## src/rtl/dsp_boot_sequencer.sv

```systemverilog
module dsp_boot_sequencer #(
  parameter int unsigned CLK_HZ         = 250_000_000,
  parameter int unsigned RST_LOW_US     = 2,
  parameter int unsigned MODE_SETUP_CYC = 8,
  parameter int unsigned SETTLE_US      = 500,
  parameter int unsigned INIT_US        = 5000,
  parameter int unsigned INIT_MAX_US    = 10000,
  parameter int unsigned MODE_W         = 3,
  parameter int unsigned MAX_WORDS      = 16,
  localparam int unsigned RST_CYC      = 32'((64'(CLK_HZ) * RST_LOW_US) / 64'd1_000_000),
  localparam int unsigned SETTLE_CYC   = 32'((64'(CLK_HZ) * SETTLE_US) / 64'd1_000_000),
  localparam int unsigned INIT_CYC     = 32'((64'(CLK_HZ) * INIT_US) / 64'd1_000_000),
  localparam int unsigned INIT_MAX_CYC = 32'((64'(CLK_HZ) * INIT_MAX_US) / 64'd1_000_000),
  localparam int unsigned TMAX_A = (RST_CYC > SETTLE_CYC) ? RST_CYC : SETTLE_CYC,
  localparam int unsigned TMAX_B = (INIT_MAX_CYC > INIT_CYC) ? INIT_MAX_CYC : INIT_CYC,
  localparam int unsigned TMAX   = (TMAX_A > TMAX_B) ? TMAX_A : TMAX_B,
  localparam int unsigned TW     = $clog2(TMAX + 1),
  localparam int unsigned AW     = (MAX_WORDS > 1) ? $clog2(MAX_WORDS) : 1,
  localparam int unsigned CW     = $clog2(MAX_WORDS + 1)
) (
  input  logic              clk,
  input  logic              rst_n,
  input  logic              start,
  input  logic [MODE_W-1:0] mode_in,
  input  logic [CW-1:0]     cfg_count,
  input  logic              cfg_we,
  input  logic [AW-1:0]     cfg_addr,
  input  logic [23:0]       cfg_wdata,
  input  logic              init_ovr_en,
  input  logic [TW-1:0]     init_ovr_cyc,
  output logic              dsp_reset_n,
  output logic [MODE_W-1:0] dsp_mode,
  output logic              wr_valid,
  output logic [7:0]        wr_data,
  input  logic              wr_ready,
  output logic              busy,
  output logic              done
);

  localparam logic [23:0] SOFT_RESET_WORD = 24'h000001;

  typedef enum logic [2:0] {
    S_IDLE, S_RLOW, S_SETTLE, S_SOFT, S_INIT, S_CFG, S_DONE
  } st_t;

  st_t           st;
  logic [TW-1:0] tmr;
  logic [TW-1:0] init_r;
  logic [TW-1:0] init_pick;
  logic [CW-1:0] n_r;
  logic [CW-1:0] n_pick;
  logic [AW-1:0] widx;
  logic [1:0]    bidx;
  logic [23:0]   word;
  logic [23:0]   mem [MAX_WORDS];

  assign busy     = (st != S_IDLE) && (st != S_DONE);
  assign done     = (st == S_DONE);
  assign wr_valid = (st == S_SOFT) || (st == S_CFG);
  assign word     = (st == S_CFG) ? mem[widx] : SOFT_RESET_WORD;
  assign wr_data  = (bidx == 2'd0) ? word[23:16] :
                    (bidx == 2'd1) ? word[15:8]  : word[7:0];

  wire xfer     = wr_valid && wr_ready;
  wire start_ok = start && !busy;
  wire last_cfg = (CW'(widx) + 1'b1) == n_r;

  assign n_pick = (32'(cfg_count) > MAX_WORDS) ? CW'(MAX_WORDS) : cfg_count;

  always_comb begin
    if (!init_ovr_en)                         init_pick = TW'(INIT_CYC);
    else if (init_ovr_cyc == '0)              init_pick = TW'(1);
    else if (init_ovr_cyc > TW'(INIT_MAX_CYC)) init_pick = TW'(INIT_MAX_CYC);
    else                                      init_pick = init_ovr_cyc;
  end

  always_ff @(posedge clk)
    if (cfg_we && !busy && (32'(cfg_addr) < MAX_WORDS)) mem[cfg_addr] <= cfg_wdata;

  always_ff @(posedge clk) begin
    if (!rst_n) begin
      st          <= S_IDLE;
      tmr         <= '0;
      init_r      <= '0;
      n_r         <= '0;
      widx        <= '0;
      bidx        <= '0;
      dsp_reset_n <= 1'b0;
      dsp_mode    <= '0;
    end else begin
      case (st)
        S_IDLE, S_DONE: if (start_ok) begin
          st          <= S_RLOW;
          tmr         <= TW'(RST_CYC - 1);
          dsp_reset_n <= 1'b0;
          dsp_mode    <= mode_in;
          init_r      <= init_pick;
          n_r         <= n_pick;
          widx        <= '0;
          bidx        <= '0;
        end
        S_RLOW: begin
          if (tmr >= TW'(MODE_SETUP_CYC)) dsp_mode <= mode_in;
          if (tmr == '0) begin
            dsp_reset_n <= 1'b1;
            st          <= S_SETTLE;
            tmr         <= TW'(SETTLE_CYC - 1);
          end else tmr <= tmr - 1'b1;
        end
        S_SETTLE: if (tmr == '0) st <= S_SOFT; else tmr <= tmr - 1'b1;
        S_SOFT: if (xfer) begin
          if (bidx == 2'd2) begin
            bidx <= '0;
            st   <= S_INIT;
            tmr  <= init_r - 1'b1;
          end else bidx <= bidx + 1'b1;
        end
        S_INIT: begin
          if (tmr == '0) st <= (n_r == '0) ? S_DONE : S_CFG;
          else tmr <= tmr - 1'b1;
        end
        S_CFG: if (xfer) begin
          if (bidx == 2'd2) begin
            bidx <= '0;
            if (last_cfg) st <= S_DONE;
            else widx <= widx + 1'b1;
          end else bidx <= bidx + 1'b1;
        end
        default: st <= S_IDLE;
      endcase
    end
  end

  logic [TW:0] low_len;
  always_ff @(posedge clk)
    if (!rst_n || dsp_reset_n) low_len <= '0;
    else if (low_len != '1)    low_len <= low_len + 1'b1;

  AST_RESET_MIN_LOW: assert property (@(posedge clk) disable iff (!rst_n)
    $rose(dsp_reset_n) |-> (32'(low_len) >= RST_CYC));
  AST_MODE_FROZEN_HIGH: assert property (@(posedge clk) disable iff (!rst_n)
    dsp_reset_n |-> $stable(dsp_mode));
  AST_MODE_SETUP_WINDOW: assert property (@(posedge clk) disable iff (!rst_n)
    (st == S_RLOW && 32'(tmr) < MODE_SETUP_CYC) |=> $stable(dsp_mode));
  AST_NO_BYTE_IN_RESET: assert property (@(posedge clk) disable iff (!rst_n)
    wr_valid |-> dsp_reset_n);
  AST_STALL_HOLD: assert property (@(posedge clk) disable iff (!rst_n)
    (wr_valid && !wr_ready) |=> (wr_valid && $stable(wr_data)));
  AST_START_IGNORED: assert property (@(posedge clk) disable iff (!rst_n)
    (busy && dsp_reset_n && start) |=> dsp_reset_n);
  AST_BUSY_DONE_EXCL: assert property (@(posedge clk) disable iff (!rst_n)
    !(busy && done));

endmodule

```

## config.mk

```make
export PLATFORM = sky130hd
export DESIGN_NAME = dsp_boot_sequencer
export DESIGN_NICKNAME = d
export VERILOG_FILES = /design/src/rtl/dsp_boot_sequencer.sv
export SDC_FILE = /design/constraint.sdc
export NUM_CORES = 1
export LEC_CHECK = 0
export ABC_AREA = 1
export BUFFER_PORTS_ARGS = -buffer_cell sky130_fd_sc_hd__buf_2
export CAP_MARGIN = 10
export CELL_PAD_IN_SITES_DETAIL_PLACEMENT = 0
export CELL_PAD_IN_SITES_GLOBAL_PLACEMENT = 1
export CORE_MARGIN = 2
export CORE_UTILIZATION = 45
export CTS_CLUSTER_DIAMETER = 50
export CTS_CLUSTER_SIZE = 25
export DETAILED_ROUTE_END_ITERATION = 10
export PLACE_DENSITY_LB_ADDON = 0.1
export SYNTH_ARGS = -nofsm -noshare
export SYNTH_HDL_FRONTEND = slang
export SYNTH_SLANG_ARGS = --single-unit
```

## constraint.sdc

```tcl
create_clock -name clk -period 2.42 [get_ports clk]
set_input_delay 0.121 -clock clk [delete_from_list [all_inputs] [get_ports clk]]
set_output_delay 0.121 -clock clk [all_outputs]
set_load 0.01 [all_outputs]
```

==> flow_summary.yaml, run 1 <==
power_and_ir_drop:
  power.switching_mw: 10.45
  clockPowerShare_pct: 26.9
  peakVddDrop_mv: 0.6784
  swShare_pct: 38.19
  pwr-share-comb_pct: 39.3
  seqPwrFrac_pct: 33.8
  p_int_mw: 16.92
  p_per_area_mw_per_mm2: 1113
  p_leak_nw: 8.812
synth:
  synth-edff-count: 384
  synth.top_cell.area_share_pct: 59.25
  yosysTopAreaCell: "edfxtp_1"
  yosysWarnings: 0
  synth-seq-cells: 450
  yosysSeqAreaShare_pct: 66.04
  synth_top_flop_cell: "edfxtp_1"
  async_flop_share_pct: 0
  syn_avg_cell_area_um2: 10.51
  syn_inst: 1852
  synth_cell_type_count: 42
  synth_area_leaders: "edfxtp_1 (59%), nor2_1 (6.8%), dfxtp_1 (6.8%)"
  synthesis.area_mm2: 0.01946
  synth_nets: 1920
cells_and_area:
  area_delta_synth_final_pct: 26.33
  drive_above_1_share_pct: 17.40
  fin_nets: 2118
  final_cells: 2671
  fin_area_mm2: 0.02459
  antenna_cells: 0
  fin_util_pct: 57.33
critical_path:
  startpoint_type: "flop"
  worstPathMaxFanout: 27
  r2r_slack_ns: 0.17
  slowest_stage: "dfxtp_4"
  cp_data_required_time_ns: 2.30
  reg2reg_from: "st[2]"
  reg2reg_to: "init_r[19]"
  crit_type: "reg2out"
  arrival_ns: 2.42
  critPathMaxStageDelay_ns: 0.38
  cp_cell_sequence: "buf_12 > buf_12 > buf_16 > nor2_1 > o221ai_1 > nand3_1 > nand3_1 > nand2_1 > nor2_2 > buf_2"
  r2r_cells: 8
  critPathCaptureType: "output pin"
clocking:
  cts_root_buf: "clkbuf_16"
  h-tree-depth: 2
  cts_tree: "yes"
  clk_path_buf_depth: 3
  insertion_delay_ns: 0.60
  cts_sinks: 450
  clk_pin_slew_ns: 0.07
  cts_made_buffers: 44
timing:
  fin_crit_ns: 2.544
  rsz0062_at_grt: "yes"
  finalWorstSetupSlack_ns: -0.1239
  hold_viol: 0
  worst_slew_pin_slew_ns: 0.4946
  setup_viol: 8
  slew_headroom_pct: 66.90
  fmax_ghz: 0.3931
  skew_ns: 0.02409
  period_share_pct: 105.1
  slew_viol_final: 0
floorplanning:
  boundaryPins: 79
  dieWidth_um: 212.0
  rows: 76
  fp.dieH_um: 212.0
  die_area_mm2: 0.04493
  fp.coreArea_mm2: 0.04289
  start_util_pct: 45.38
worst_hold_path:
  hold_end: "mem[7][18]"
  whs_path_depth: 4
  hp-start: "cfg_addr[1]"
  hp-class: "in2reg"
routing:
  routedWlPerCell_um: 22.44
  antenna_left: 0
  vias_per_cell: 5.626
  dr.pass1.iters: 5
  via_count: 15030
  drtIter0Drc: 1488
  drc: 0
  wl_mm: 59.93
grt:
  grt_antenna_before_repair: 2
  grt-ovfl-total: 0
  grt_pass1_wl_mm: 89.51
  track_usage_pct: 26.91
  grt_max_degree: 50
  grt_pass1_vias: 14570
place:
  post-place-ws_ns: 0.2116
  place_inst: 2475
  routabilityCongestion: 0.8456
  portBuffers: 78
  placed_cell_area_mm2: 0.02105
  dp_hpwl_mm: 33.59
status:
  violations: "negative setup slack"
  status: "complete, but fails checks"
flow_run:
  cap_viol_max_count: 0
==> Yosys cell counts, types with 5 or more instances <==
master,number
nand4_1,28
xor2_1,12
nor4_1,5
nor2_1,353
inv_2,6
o22ai_1,22
o211ai_1,33
dfxtp_1,66
nand3_1,129
clkbuf_1,67
or2_2,5
nor2_2,8
o221ai_1,54
o21ai_1,9
nand2_1,252
o21ai_0,221
inv_1,87
a21oi_1,44
buf_2,25
edfxtp_1,384
==> metal layers <==
metal  wire [um]  track usage (%)
met5           0                0
met4        1511            8.864
met3        3716            3.723
met2       29330            45.12
met1       25370            36.16
==> stage by stage <==
step / total power [mW] / hold slack (ns) / TNS [ns]
floorplan: 14.79 / 0.2199 / -48.18
global placement: 17.55 / 0.3751 / 0
detailed placement: 17.61 / 0.3842 / 0
CTS: 27.17 / 0.1504 / -0.5314
global route: 28.79 / 0.1863 / -1.382
finish: 27.37 / 0.1795 / -0.6340
==> kinds of logic after synthesis <==
| logic type | count (synthesis) | share of synthesized area [%] |
|---|---|---|
| AOI/OAI and AO/OA | 395 | 11.94 |
| xor gates and xnor gates | 16 | 0.7200 |
| adders and majority gates | 4 | 0.2572 |
| buffers and inverters | 194 | 4.050 |
| DFF | 450 | 66.04 |
| and+or+nand+nor | 793 | 16.99 |
==> cell type report <==
cell class / instances / area [um^2]
tap: 585 / 732.0
multi-input combinational: 1208 / 6200
clock buffer: 47 / 1155
fill: 3587 / 18300
timing repair inverter: 1 / 20.02
clock inverter: 35 / 415.4
inverter: 97 / 407.9
sequential: 450 / 12860
timing repair buffer: 248 / 2795
==> worst max-delay path by stage <==
| stage | from | end | cells after the start |
|---|---|---|---|
| 2_1_floorplan | st[2] | mem[0][0] | 6 |
| 6_report | flop | wr_data[5] | 10 |
| 5_1_grt | flop | wr_data[7] | 13 |
| 4_1_cts | flop | wr_data[3] | 10 |
| 3_3_place_gp | flop | wr_data[5] | 11 |
| 3_5_place_dp | flop | wr_data[5] | 11 |
==> cells in the final DEF (no fill, tap or decap), drive strengths merged <==
master,synthesis,routed
a21oi,47,47
ha,4,4
nand4,28,28
edfxtp,384,384
nor4,5,5
nand3b,4,4
nor2,362,362
nand2,254,254
clkinv,3,19
o21a,1,1
clkinvlp,0,6
a31o,1,1
a21o,1,1
or4,1,1
o221ai,54,54
inv,94,105
dlygate4sd3,0,72
nand3,130,130
xor2,12,12
or2,6,6
nor3,3,3
bufinv,0,3
clkbuf,67,50
o21bai,4,4
xnor2,4,4
dfxtp,66,66
buf,30,173
o211ai,33,33
a211oi,2,2
o21ai,230,230
o22ai,22,22
==> repair_timing <==
item                                    in CTS  in global routing
endpoints found under the setup margin       8                 19
hold buffers                                72                  0
resized for setup                          115                 48
gates cloned                                20                  3
buffers inserted                            19                  3
endpoints found under the hold margin      416                  0
pin swaps                                   62                 37
==> registers in the layout (all words and copies together) (netlist names), named ones only <==
name / flops
mem: 384
st: 3
n_r: 5
init_r: 22
dsp_reset_n: 1
bidx: 2
dsp_mode: 3
tmr: 22
widx: 4
==> power by group through the flow <==
stage | Sequential [mW] | Combinational (mW) | Clock [mW]
final | 9.26 | 10.8 | 7.36
after global routing | 9.31 | 11.7 | 7.78
after CTS | 9.24 | 10.5 | 7.45
after detailed placement | 9.41 | 8.20 | 0
after global placement | 9.41 | 8.15 | 0
after floorplan | 9.26 | 5.53 | 0
==> worst max-delay path: cells and delay by family, from the launching register on <==
kind	cells	cell delay, ns
compound gates	1	0.21
buf+inv	4	0.67
simple gates	5	0.57
flops	1	0.38
(Power assumes the default switching activity.)
==> run 2, diff against run 1 <==
--- a/config.mk
+++ b/config.mk
@@ -10,12 +10,13 @@
 export CAP_MARGIN = 10
 export CELL_PAD_IN_SITES_DETAIL_PLACEMENT = 0
 export CELL_PAD_IN_SITES_GLOBAL_PLACEMENT = 1
-export CORE_MARGIN = 2
 export CORE_UTILIZATION = 45
 export CTS_CLUSTER_DIAMETER = 50
 export CTS_CLUSTER_SIZE = 25
 export DETAILED_ROUTE_END_ITERATION = 10
+export MAX_ROUTING_LAYER = met4
 export PLACE_DENSITY_LB_ADDON = 0.1
+export SETUP_SLACK_MARGIN = 0.4
 export SYNTH_ARGS = -nofsm -noshare
 export SYNTH_HDL_FRONTEND = slang
 export SYNTH_SLANG_ARGS = --single-unit
==> run 2 against run 1 <==
The flow still finishes with violations (negative setup slack). Utilization down 0.69 points. Clock power down 8.2%. Cell area down 2.5%. Combinational power down 6%. Via count down 1.9%. Non-clock buffer count down 11. Sequential cell count unchanged. Clock skew up 0.0045 ns.
==> flow_summary.yaml, run 2 (synthesis results as in run 1) <==
critical_path:
  cp_cell_sequence: "buf_12 > buf_16 > o21ai_1 > o22ai_1 > buf_4 > o211ai_1 > nand3_1 > nand2_1 > nor2_1 > buf_4 > buf_6"
  r2r_cells: 8
  critPathMaxStageDelay_ns: 0.40
  cp_data_required_time_ns: 2.30
  cp.depth: 11
  slowest_stage: "dfxtp_4"
  crit_type: "reg2out"
  crit_family: "buffers and inverters"
  critPathCaptureType: "output pin"
  reg2reg_from: "st[2]"
  cp_common_cell: "buf_4"
  crit_buf_inv: 5
  worstPathMaxFanout: 17
  startpoint_type: "flop"
  arrival_ns: 2.51
floorplanning:
  rows: 75
  dieWidth_um: 210.0
  fp.coreArea_mm2: 0.04232
  fp.dieH_um: 210.0
  boundaryPins: 79
  die_area_mm2: 0.04409
  start_util_pct: 45.99
timing:
  hold_viol: 0
  skew_ns: 0.02861
  setup_viol: 8
  fin_crit_ns: 2.630
  fmax_ghz: 0.3802
  slew_viol_final: 0
  finalWorstSetupSlack_ns: -0.2101
  period_share_pct: 108.7
  rsz0062_at_grt: "yes"
  holdWs_ns: 0.2123
  slew_headroom_pct: 61.09
  worst_slew_pin_slew_ns: 0.5823
worst_hold_path:
  whs_path_depth: 6
  hp-start: "start"
  hp-class: "in2reg"
place:
  portBuffers: 78
  dp_hpwl_mm: 35.42
  place_inst: 2484
  routabilityCongestion: 0.8847
power_and_ir_drop:
  p_int_mw: 16.19
  power.switching_mw: 9.872
  pwr-share-comb_pct: 38.6
  p_leak_nw: 8.669
  peakVddDrop_mv: 0.7902
  seqPwrFrac_pct: 35.5
  p_per_area_mw_per_mm2: 1087
  totalPowerFinal_mw: 26.07
  clockPowerShare_pct: 25.9
  swShare_pct: 37.87
routing:
  via_count: 14740
  drc: 0
  antenna_left: 0
  routedWlPerCell_um: 21.59
  vias_per_cell: 5.577
  drtIter0Drc: 1104
  wl_mm: 57.06
  dr.pass1.iters: 5
cells_and_area:
  fin_nets: 2103
  largest_registers: "mem x384, init_r x22, tmr x22"
  largest_register_ffs: 384
  final_common_cell: "edfxtp_1"
  area_delta_synth_final_pct: 23.16
  drive_above_1_share_pct: 16.99
  top_register: "mem"
  antenna_cells: 0
  final_cells: 2643
  final_cell_mix: "edfxtp_1 (384), nor2_1 (320), nand2_1 (246)"
clocking:
  h-tree-depth: 2
  cts_sinks: 450
  clk_path_buf_depth: 3
  cts_made_buffers: 40
  clk_pin_slew_ns: 0.07
  insertion_delay_ns: 0.58
  cts_root_buf: "clkbuf_16"
  cts_tree: "yes"
grt:
  grt_antenna_before_repair: 1
  grt_pass1_wl_mm: 86.12
  grt_max_degree: 41
  grt_pass1_vias: 14540
  track_usage_pct: 26.89
  grt-ovfl-total: 0
status:
  violations: "negative setup slack"
  status: "complete, but fails checks"
flow_run:
  cap_viol_max_count: 0
-- run 2: final timing paths --
path | slack (ns) | endpoint
hold reg to reg | 0.46 | dsp_reset_n
setup reg to reg | 0.54 | mem[2][16]
hold / removal | 0.21 | init_r[5]
setup / recovery | -0.21 | wr_data[6]
-- run 2: routing by layer --
| layer | wire length (um) | global-route usage [%] | part of all wire [%] |
|---|---|---|---|
| met5 | 0 | - | 0 |
| met4 | 2494 | 12.26 | 4.4 |
| met3 | 2383 | 2.548 | 4.2 |
| met2 | 29700 | 47.69 | 52 |
| met1 | 22480 | 30.89 | 39 |
-- run 2: timing repair --
item	CTS	global route
setup endpoints to repair	399	420
buffers inserted	9	5
hold buffers	57	0
gates resized for setup	74	35
gates cloned	12	3
hold endpoints to repair	418	0
pin swaps	21	15
-- run 2: layout make-up --
cell class	instances	area, um^2
sequential	450	12860
multi-input combinational	1208	6157
inverter	97	387.9
timing repair buffer	237	2430
clock inverter	32	394.1
clock buffer	41	1005
timing repair inverter	1	8.758
tap	577	721.9
fill	3623	18350
-- run 2: metrics by stage --
stage | setup WS (ns) | instance area (um^2) | util (%) | setup TNS (ns)
finish | -0.2101 | 23970 | 56.64 | -1.084
global route | -0.3252 | 23970 | 56.64 | -1.886
CTS | -0.2126 | 23760 | 56.15 | -1.342
detailed placement | 0.1643 | 21070 | 49.77 | 0
global placement | 0.1444 | 21070 | 49.77 | 0
floorplan | 0.1977 | 19500 | - | 0
-- run 2: power by group through the flow --
stage	clock (mW)	combinational (mW)	sequential, mW
floorplan	0	5.54	9.26
global placement	0	8.28	9.40
detailed placement	0	8.32	9.41
CTS	6.88	9.73	9.25
global route	7.12	11.0	9.31
finish	6.76	10.1	9.26
-- run 2: worst min-delay path, delay by kind of cell --
| family | cells | cell delay, ns |
|---|---|---|
| buffers and inverters | 3 | 0.35 |
| and+or+nand+nor | 2 | 0.18 |
| AOI/OAI and AO/OA | 1 | 0.05 |
